--- src/rtl/smb_regbank.sv ---
module smb_regbank #(
  parameter int          NREG     = 6,
  parameter int          NEN      = 2,
  parameter int          NSTRAP   = 3,
  parameter logic [6:0]  DEV_ADDR = 7'h69
) (
  input  logic                 clk,
  input  logic                 rst_n,
  input  logic                 scl_i,
  input  logic                 sda_i,
  output logic                 sda_oe,
  input  logic [NSTRAP-1:0]    strap_i,
  input  logic [7:0]           id_i,
  output logic [8*NREG-1:0]    regs_o
);
  localparam int         CTL  = 2;
  localparam int         IDR  = 3;
  localparam logic [7:0] NCNT = 8'(NREG);

  typedef enum logic [2:0] {S_IDLE, S_ADDR, S_CMD, S_CNT, S_WR, S_RD} st_t;

  st_t        st;
  logic [2:0] scl_q, sda_q;
  logic [3:0] bitc;
  logic [7:0] sh;
  logic [6:0] ptr;
  logic       oe, rw, blk;
  logic [NREG-1:0][7:0] vb;
  logic [7:0] rd_val;

  always_ff @(posedge clk or negedge rst_n)
    if (!rst_n) begin
      scl_q <= 3'b111;
      sda_q <= 3'b111;
    end else begin
      scl_q <= {scl_q[1:0], scl_i};
      sda_q <= {sda_q[1:0], sda_i};
    end

  wire sda_s    = sda_q[1];
  wire scl_rise = scl_q[1] & ~scl_q[2];
  wire scl_fall = ~scl_q[1] & scl_q[2];
  wire start_c  = scl_q[1] & scl_q[2] & sda_q[2] & ~sda_q[1];
  wire stop_c   = scl_q[1] & scl_q[2] & ~sda_q[2] & sda_q[1];
  wire [6:0] ptr_inc = (ptr == 7'h7f) ? ptr : ptr + 7'd1;
  wire wr_go   = (st == S_WR) && scl_fall && (bitc == 4'd8) && !start_c && !stop_c;
  wire skip    = vb[CTL][7];

  always_comb begin
    rd_val = 8'h00;
    for (int k = 0; k < NREG; k++)
      if (ptr == 7'(k)) rd_val = vb[k];
  end

  for (genvar k = 0; k < NREG; k++) begin : g_reg
    if (k == IDR) begin : g_id
      assign vb[k] = id_i;
    end else if (k == CTL) begin : g_ctl
      logic [7:NSTRAP] hi;
      always_ff @(posedge clk or negedge rst_n)
        if (!rst_n)                          hi <= '0;
        else if (wr_go && ptr == 7'(k))      hi <= sh[7:NSTRAP];
      assign vb[k] = {hi, strap_i};
    end else begin : g_rw
      localparam logic [7:0] DEF = (k < NEN) ? 8'hFF : 8'h00;
      logic [7:0] q;
      always_ff @(posedge clk or negedge rst_n)
        if (!rst_n)                          q <= DEF;
        else if (wr_go && ptr == 7'(k))      q <= sh;
      assign vb[k] = q;
    end
  end

  assign regs_o = vb;
  assign sda_oe = oe;

  always_ff @(posedge clk or negedge rst_n)
    if (!rst_n) begin
      st   <= S_IDLE;
      bitc <= '0;
      sh   <= '0;
      ptr  <= '0;
      oe   <= 1'b0;
      rw   <= 1'b0;
      blk  <= 1'b0;
    end else if (start_c) begin
      st   <= S_ADDR;
      bitc <= '0;
      oe   <= 1'b0;
    end else if (stop_c) begin
      st   <= S_IDLE;
      bitc <= '0;
      oe   <= 1'b0;
    end else if (st != S_IDLE) begin
      if (scl_rise) begin
        if (st == S_RD && bitc == 4'd8 && sda_s) begin
          st   <= S_IDLE;
          bitc <= '0;
        end else begin
          bitc <= bitc + 4'd1;
          if (st != S_RD && bitc < 4'd8) sh <= {sh[6:0], sda_s};
        end
      end else if (scl_fall) begin
        if (bitc == 4'd8) begin
          case (st)
            S_ADDR:
              if (sh[7:1] == DEV_ADDR) begin
                oe <= 1'b1;
                rw <= sh[0];
              end else begin
                st   <= S_IDLE;
                bitc <= '0;
              end
            S_CMD: begin
              oe  <= 1'b1;
              blk <= ~sh[7];
              ptr <= sh[7] ? sh[6:0] : 7'd0;
            end
            S_CNT: oe <= 1'b1;
            S_WR: begin
              oe  <= 1'b1;
              ptr <= ptr_inc;
            end
            S_RD:  oe <= 1'b0;
            default: ;
          endcase
        end else if (bitc == 4'd9) begin
          bitc <= '0;
          oe   <= 1'b0;
          case (st)
            S_ADDR:
              if (rw) begin
                st <= S_RD;
                if (blk) begin
                  sh <= NCNT;
                  oe <= ~NCNT[7];
                end else begin
                  sh  <= rd_val;
                  oe  <= ~rd_val[7];
                  ptr <= ptr_inc;
                end
              end else begin
                st <= S_CMD;
              end
            S_CMD: st <= (blk && !skip) ? S_CNT : S_WR;
            S_CNT: st <= S_WR;
            S_RD: begin
              sh  <= rd_val;
              oe  <= ~rd_val[7];
              ptr <= ptr_inc;
            end
            default: ;
          endcase
        end else if (st == S_RD) begin
          oe <= ~sh[6];
          sh <= {sh[6:0], 1'b0};
        end
      end
    end
endmodule

--- config.mk ---
export PLATFORM = sky130hd
export DESIGN_NAME = smb_regbank
export DESIGN_NICKNAME = d
export VERILOG_FILES = /design/src/rtl/smb_regbank.sv
export SDC_FILE = /design/constraint.sdc
export NUM_CORES = 1
export LEC_CHECK = 0
export BUFFER_PORTS_ARGS = -buffer_cell sky130_fd_sc_hd__buf_2
export CAP_MARGIN = 10
export CORE_AREA = 2 2 80 102
export CTS_CLUSTER_SIZE = 40
export DETAILED_ROUTE_END_ITERATION = 8
export DIE_AREA = 0 0 82 104
export PLACE_DENSITY = 0.8
export SLEW_MARGIN = 30
export SYNTH_ARGS = -nofsm -noshare
export SYNTH_HDL_FRONTEND = slang
export SYNTH_SLANG_ARGS = --single-unit
--- constraint.sdc ---
create_clock -name clk -period 2.95 [get_ports clk]
set_input_delay 0.885 -clock clk [delete_from_list [all_inputs] [get_ports clk]]
set_output_delay 0.885 -clock clk [all_outputs]
set_load 0.01 [all_outputs]
* After elaboration in Yosys (flattened, before gate mapping) *
Index checks and enable logic that the tools add are counted.

storage, ports and cells
  bits of input ports = 15
  word-level logic and storage cells = 159
  output and inout port bits = 49
  bits in registers = 68

operators by class
  multiplexer cells = 60
  reductions and logical operators = 37
  bitwise logic cells = 17
  add/sub/neg operators = 2
  equal/unequal tests = 28
  magnitude comparators = 1

operator list
  kind                                                             number
  8-bit two-way mux                                                15
  7-bit two-way mux                                                6
  4-bit two-way mux                                                10
  3-bit two-way mux                                                12
  7-bit one-hot mux with 2 select lines                            2
  10-bit AND reduction                                             2
  3-bit nonzero test                                               6
  8-bit one-hot mux with 2 select lines                            1
  7-bit by 2-bit == test with 1-bit output, second input constant  2
  7-bit by 3-bit == test with 1-bit output, second input constant  2
  7-bit == test, second input constant                             2
  7-bit AND reduction                                              2
  1-bit logical AND                                                13
  1-bit two-way mux                                                11
  5-bit != test, second input constant                             2
  1-bit NOT                                                        10
  5-bit nonzero test                                               2
  3-bit != test, second input constant                             3
  3-bit one-hot mux with 3 select lines                            1
  4-bit == test, second input constant                             2
  8-bit AND reduction                                              1
  7-bit by 1-bit adder with 7-bit output, second input constant    1
  1-bit bitwise AND                                                7
  7-bit by 1-bit == test with 1-bit output, second input constant  1
  other kinds (23)                                                 29

* Logic depth before layout (Yosys ltp) *
Gate-level depths: netlist (run 1).

  word-level depth = 18
  mapped depth = 9
  depth with buffers taken out = 7

* Worst setup path before layout (run 1) *
OpenSTA, ideal clock, no wires.

  kind = reg2reg
  from = register scl_q[1]
  to = register sh[5]
  setup time = 82 ps
  clock period less this slack = 2078 ps
  data arrival time = 1996 ps
  path buffers = 1
  slack = 872 ps
  cell stages (with the launch flop) = 8
  data required time = 2868 ps
  cells stage by stage = dfstp_2 -> inv_1 -> ha_1 -> or2_2 -> a2111oi_4 -> buf_2 -> nor2_1 -> a31oi_1

between the ends
  cells in the longest elaborated chain, start to end = 5
  elaborated cells on any way between the ends = 19
  those cells by class = eq/ne (4); mux (1); bitwise (10); reduce/logical (4)

RTL lines
  what                                                      RTL line  text
  from (decl)                                               23        logic [2:0] scl_q, sda_q;
  from (signal assigned)                                    36        scl_q <= {scl_q[1:0], scl_i};
  1-bit bitwise AND                                         43, 44
  1-bit bitwise AND, on equally long branches (2 in a row)  44, 43
  1-bit NOT (no line)                                       --
  10-bit AND reduction (no line)                            --
  to (signal assigned)                                      101       if (st != S_RD && bitc < 4'd8) sh <= {sh[6:0], sda_s};
  to (signal assigned)                                      138       sh <= rd_val;
  to (signal assigned)                                      148       sh <= rd_val;
  to (decl)                                                 25        logic [7:0] sh;

Several ways; a longest one is shown, not always the timed one.
A chain may end at the register's enable or synchronous reset.

* Worst setup path in the final report (run 1) *
  from = register bitc[0]
  to = register ptr[2]

between the ends
  cells in the longest elaborated chain, start to end = 3
  elaborated cells on any way between the ends = 9
  those cells by class = eq/ne (5); mux (1); reduce/logical (3)

RTL lines
  what                                                                              RTL line  text
  from (decl)                                                                       24        logic [3:0] bitc;
  from (signal assigned)                                                            100       bitc <= bitc + 4'd1;
  4-bit == test, on equally long branches                                           104, 127
  3-bit by 2-bit != test with 1-bit output (no line), or another cell as far along  --
  10-bit AND reduction (no line)                                                    --
  to (signal assigned)                                                              117       ptr <= sh[7] ? sh[6:0] : 7'd0;
  to (signal assigned)                                                              122       ptr <= ptr_inc;
  to (signal assigned)                                                              140       ptr <= ptr_inc;
  to (decl)                                                                         26        logic [6:0] ptr;

Several ways; a longest one is shown, not always the timed one.

==> results of run 1 <==
==> routing by layer <==
layer | GRT usage, % | share of wire [%] | up-vias
met2 | 43.4 | 50 | 177
met4 | 12.9 | 3.1 | 0
met5 | 0 | 0 | -
met1 | 32.8 | 40 | 1777
met3 | 6.60 | 6.9 | 32
li1 | - | - | 1657
==> critical path, cell delays in order (launching register included) <==
cell and delay [ns]:
dfrtp_1 0.44, inv_1 0.08, ha_1 0.23, nand3b_4 0.17
or3_4 0.42, a2111oi_4 0.62, buf_4 0.25, o21ai_2 0.06
a22oi_2 0.18
==> where the power goes <==
group	internal, W	switching (W)
clock	0.000460	0.000354
sequential	0.00102	0.000252
combinational	0.000195	0.000231
total	0.00167	0.000837
==> metrics by stage <==
step / util (%) / cell area (sq um) / worst slack, ns
2_1_floorplan: - / 4300 / 0.872
3_3_place_gp: 60.7 / 4590 / 0.550
3_5_place_dp: 60.7 / 4590 / 0.468
4_1_cts: 63.5 / 4810 / 0.429
5_1_grt: 63.5 / 4810 / 0.208
6_report: 63.5 / 4810 / 0.429
==> Yosys cell counts (2+ instances only) <==
cell / number
and2_1: 2
nand3b_1: 4
nor3b_1: 5
o221a_2: 2
a2111oi_4: 2
and3_1: 5
buf_1: 2
a221o_1: 4
o21ai_0: 12
nand2_2: 3
a21oi_1: 27
and3b_1: 2
nand3_1: 6
a221oi_1: 2
nor2b_1: 6
mux2_2: 41
a22oi_1: 4
nand2_1: 22
inv_1: 19
buf_2: 10
buf_4: 14
o31ai_1: 7
nor2_1: 30
dfstp_2: 22
a21o_1: 2
or2_2: 2
a31oi_1: 8
or3_1: 2
ha_1: 11
and4_1: 3
nand4_1: 6
clkbuf_1: 16
nor3_1: 8
a31o_2: 7
a211o_1: 2
dfrtp_1: 46
a41oi_1: 2
nor4_1: 2
a2bb2oi_1: 2
a211oi_1: 7
nand2b_1: 15
==> worst paths after layout <==
kind                                      endpoint  slack, ns
worst max-delay path                        ptr[2]       0.43
worst min-delay path                      scl_q[1]       0.36
worst max register to register              ptr[2]       0.43
worst min register to register            scl_q[1]       0.36
max in group asynchronous       g_reg[1].g_rw.q[5]       1.63
min in group asynchronous                   ptr[6]       0.59
==> cell type report <==
class	count	area [sq um]
Clock buffer	13	169
Sequential cell	68	1730
Clock inverter	3	45.0
Tap cell	95	119
Timing Repair Buffer	74	410
Fill cell	635	2760
Inverter	19	71.3
Multi-Input combinational cell	301	2260
==> sequential cells by signal (all words and copies together), names as in the netlist <==
register,count
st,3
scl_q,3
sda_oe,1
g.g_ctl.hi,5
ptr,7
g.g_rw.q,32
bitc,4
rw,1
blk,1
sh,8
sda_q,3
==> cells by family after synthesis <==
logic type | count (synthesis)
fa+ha+maj | 11
flops | 68
simple gates | 132
compound gates | 114
buf+inv | 62
xor+xnor | 2
mux | 42
==> run metrics, run 1 <==
PostCTS Resize Cnt=0; starting density of the core=56.8%; Worst Path Max Fanout=13; mux contribution to synthesized area=11.0%; width of the die=82 um; Area Growth Syn to Fin=11.9%; WHS=0.357 ns; num rows=36; leakage=2.19 nW; CTS tree=done; status=finished clean; largest area contributor in the netlist=dfrtp_1; Max Slew Vio Count=0; Synth Area in Adders=3.20%; Syn Nets=457; CTS Hold Bufs=0; R2R Path Start=bitc[0]; Relative slew margins=51.7%; Crit. End Element=flip-flop; Clk Latency, worst-skew pair=0.35 ns; Post-Synth Simple-Gate Area=17.4%; Hold Crit Class=flip-flop to flip-flop; XOR/XNOR share of the synthesized area=0.408%; Yosys cell types=78; ant diodes=0; Mapped Area=4300 sq um; first-pass GRT wire length=17800 um; hold depth=0; hpwl dp=7910 um; total number of vias=3643; WL final=10900 um; 1st-iter DRT viols=222; initial antenna violation count=0; gpl congestion=0.889; Synth Flop Type=dfrtp_1; Async S/R FF share, synth=100%; MaxCap Viol Count=0; Sink Count=68; CTS HTree Levels=3; drt via density=6.36; die area=8530 sq um; Synth Area in Compound Gates=20.6%; Post-synth EDFFs=0; Final Hold Fails=0; Post-route DRC=0; FMAX=397 MHz; vias in the first global route=3626; non-filler cells, final=573; postcts setup bufs=0; RSZ-0062 raised after global routing=false; mean post-synth cell area=9.97 sq um; final worst clock skew=0.00952 ns; Final setup violation count=0; nets=499; crit path time final=2.52 ns; Crit path required time=3.22 ns; CTS buffer count=9; P per Cell Area=523 nW/um^2; total power=0.00251 W; number of routed nets with antenna violations=0; register area share after synthesis=40.2%; WP data arrival=2.79 ns; commonest non-fill, non-tap cell in the layout=buf_2; largest family of logic cells by synthesized area=compound AO/OA/AOI/OAI gates; clk root buf=clkbuf_8; Setup TNS=0 ns; dominant cells by area after synthesis=dfrtp_1 27%, dfstp_2 13%, mux2_2 11%, ha_1 3.2%, a21oi_1 3.1%; routed len/inst=19.1 um; global-route usage over all layers=26.8%; Setup Crit Path Kind=flip-flop to flip-flop; port bufs=63; cells on worst reg2reg path=8; VDD IR max=0.488 mV; Top Ports=64; Slew @ Worst Pin=0.725 ns; Synth Register Bits=68; Synth Instances=431; share of the synthesized area in the top cell type=26.8%; total number of yosys warnings=0; Clock transition at path regs=0.07 ns; final period utilization=85.4%; area of the core=7570 sq um; Clock Tree Buf Depth=2; share of layout cells above drive strength 1=37.9%; DP Cell Count=557; largest net degree at the start of global routing=40; Pre-antenna DRT Iters=4; most frequent cells in the layout=63 x buf_2, 46 x dfrtp_1, 41 x mux2_2, 30 x nor2_1, 27 x a21oi_1; Critical path origin=bitc[0]; hold_sp=scl_q[0]; Overflow after GRT=0; Critical Path Source Type=flip-flop; overall die height=104 um
No activity file was read; power rests on OpenSTA's default activity.
==> inputs of run 2 (changes only) <==
--- a/config.mk
+++ b/config.mk
@@ -12,6 +12,7 @@
 export DETAILED_ROUTE_END_ITERATION = 8
 export DIE_AREA = 0 0 82 104
 export PLACE_DENSITY = 0.8
+export RECOVER_POWER = 25
 export SLEW_MARGIN = 30
 export SYNTH_ARGS = -nofsm -noshare
 export SYNTH_HDL_FRONTEND = slang
==> run metrics, run 2 (same netlist as run 1, synthesis figures left out) <==
clk root buf=clkbuf_8; gpl congestion=0.889 (unchanged); starting density of the core=56.8% (unchanged); Clock transition at path regs=0.07 ns (about the same); CTS buffer count=9 (unchanged); Slew @ Worst Pin=1.75 ns (+1.03 ns); cells on worst reg2reg path=8 (unchanged); failing checks=capacitance limit, slew limit; Setup Crit Path Kind=flip-flop to flip-flop; overall die height=104 um (unchanged); design area=4800 sq um (about the same); max incr delay on CP=0.62 ns (about the same); drt via density=6.35 (about the same); postcts setup bufs=0 (unchanged); port bufs=63 (unchanged); Clock power frac=32.5% (about the same); Clk Latency, worst-skew pair=0.35 ns (about the same); Post-route DRC=0 (unchanged); Hold Crit Class=flip-flop to flip-flop; num rows=36 (unchanged); largest net degree at the start of global routing=40 (unchanged); VDD IR max=0.486 mV (-0.39%); Largest regs=g.g_rw.q x32, sh x8, ptr x7; final worst clock skew=0.00923 ns (-0.000297 ns); width of the die=82 um (unchanged); commonest non-fill, non-tap cell in the layout=buf_2; Final Util=63.5% (about the same); Overflow after GRT=0 (unchanged); Hold EP=scl_q[1]; initial antenna violation count=0 (unchanged); P per Cell Area=523 nW/um^2 (about the same); Critical Path Source Type=flip-flop; hold depth=0 (unchanged); WL final=10900 um (-0.49%); CTS Hold Bufs=0 (unchanged); Crit. End Element=flip-flop; number of fill cells=634 (-0.16%); Sw Share=33.3% (about the same); vias in the first global route=3626 (unchanged); Area Growth Syn to Fin=11.8% (about the same); CTS tree=done; multi-input logic area=2260 sq um (unchanged); global-route usage over all layers=26.8% (unchanged); Crit path required time=3.22 ns (about the same); R2R Path Start=bitc[0]; Top Ports=64 (unchanged); Max Slew Vio Count=30 (+30); crit path cell chain=inv_1, ha_1, nand3b_4, or3_4, a2111oi_4, buf_4, o21ai_2, a22oi_2; PostCTS Resize Cnt=0 (unchanged); Worst path slowest cell=a2111oi_4; Setup TNS=0 ns (unchanged); Biggest register=g.g_rw.q; 1st-iter DRT viols=222 (unchanged); Psw=0.000837 W (about the same); RSZ-0062 raised after global routing=false; Pre-antenna DRT Iters=4 (unchanged); die area=8530 sq um (unchanged); max reg flops=32 (unchanged); Worst Path Max Fanout=13 (unchanged); hold_sp=scl_q[0]; Clock Tree Buf Depth=2 (unchanged); Final setup violation count=0 (unchanged); Reg power frac=50.6% (about the same); nets=499 (unchanged); total number of vias=3640 (-0.082%); ant diodes=0 (unchanged); placed instance area=4590 sq um (unchanged); status=complete, but fails checks; reg2reg end=ptr[2]; WP data arrival=2.79 ns (about the same); Sink Count=68 (unchanged); FF/Latch Area=1730 sq um (unchanged); most frequent cells in the layout=62 x buf_2, 46 x dfrtp_1, 41 x mux2_2, 30 x nor2_1, 27 x a21oi_1; CTS HTree Levels=3 (unchanged); first-pass GRT wire length=17800 um (unchanged); final period utilization=85.4% (about the same); Final Hold Fails=0 (unchanged); hpwl dp=7910 um (unchanged); area of the core=7570 sq um (unchanged); cell internal pwr=0.00167 W (about the same); leakage=2.18 nW (-0.18%); MaxCap Viol Count=1 (+1); number of routed nets with antenna violations=0 (unchanged); crit path time final=2.52 ns (-0.00123 ns); Relative slew margins=-16.7% (-68 points); combinational share of power=16.9% (about the same); reg-to-reg setup timing slack=0.43 ns (about the same); FMAX=397 MHz (about the same); routed len/inst=19.0 um (-0.49%); share of layout cells above drive strength 1=37.2% (-0.63 points)
-- run 2: cell types whose count changed in the layout (fill, tap and decap cells not counted), sizes merged --
| cell | before | now |
|---|---|---|
| buf | 74 | 73 |
| clkbuf | 13 | 14 |
-- run 2: metal layers --
| metal | global-route usage [%] | routed length, um | up-vias |
|---|---|---|---|
| li1 | - | - | 1658 |
| met2 | 43.4 | 5430 | 161 |
| met4 | 12.9 | 393 | 0 |
| met1 | 32.8 | 4370 | 1784 |
| met5 | 0 | 0 | - |
| met3 | 6.60 | 688 | 37 |
-- run 2: critical path: cells and delay by family, from the launching register on --
family | cells | cell delay (ns)
compound gates | 3 | 0.86
fa+ha+maj | 1 | 0.23
buf+inv | 2 | 0.33
flops | 1 | 0.44
simple gates | 2 | 0.59
-- run 2: worst max path at each step --
stage                        start      to  slack [ns]  cells past startpoint
final                      bitc[0]  ptr[2]        0.43                      8
after global routing       bitc[0]  ptr[3]        0.21                      7
after CTS                  bitc[0]  ptr[2]        0.43                      8
after detailed placement   bitc[0]  ptr[2]        0.47                      8
after global placement     bitc[0]  ptr[2]        0.55                      8
after floorplan           scl_q[1]   sh[5]        0.87                      7
-- run 2: per-stage QoR --
stage	total power [W]	hold slack, ns	instances	setup WS, ns
5_1_grt	0.00264	0.369	573	0.208
3_3_place_gp	0.00168	0.346	557	0.550
6_report	0.00251	0.362	573	0.431
3_5_place_dp	0.00170	0.348	557	0.468
2_1_floorplan	0.00154	0.345	431	0.872
4_1_cts	0.00252	0.358	573	0.429
-- run 2: cell type report --
type / instances / area share, %
tap: 95 / 2.47
clock buffer: 13 / 3.52
inverter: 19 / 1.48
clock inverter: 3 / 0.937
sequential: 68 / 36.0
multi-input combinational: 301 / 47.1
timing repair buffer: 74 / 8.52
-- run 2: power by group through the flow --
stage          combinational [W]  sequential, W  clock [W]
3_5_place_dp            0.000422        0.00128          0
3_3_place_gp            0.000406        0.00127          0
4_1_cts                 0.000424        0.00126   0.000835
6_report                0.000425        0.00127   0.000815
5_1_grt                 0.000487        0.00128   0.000868
2_1_floorplan           0.000448        0.00110          0
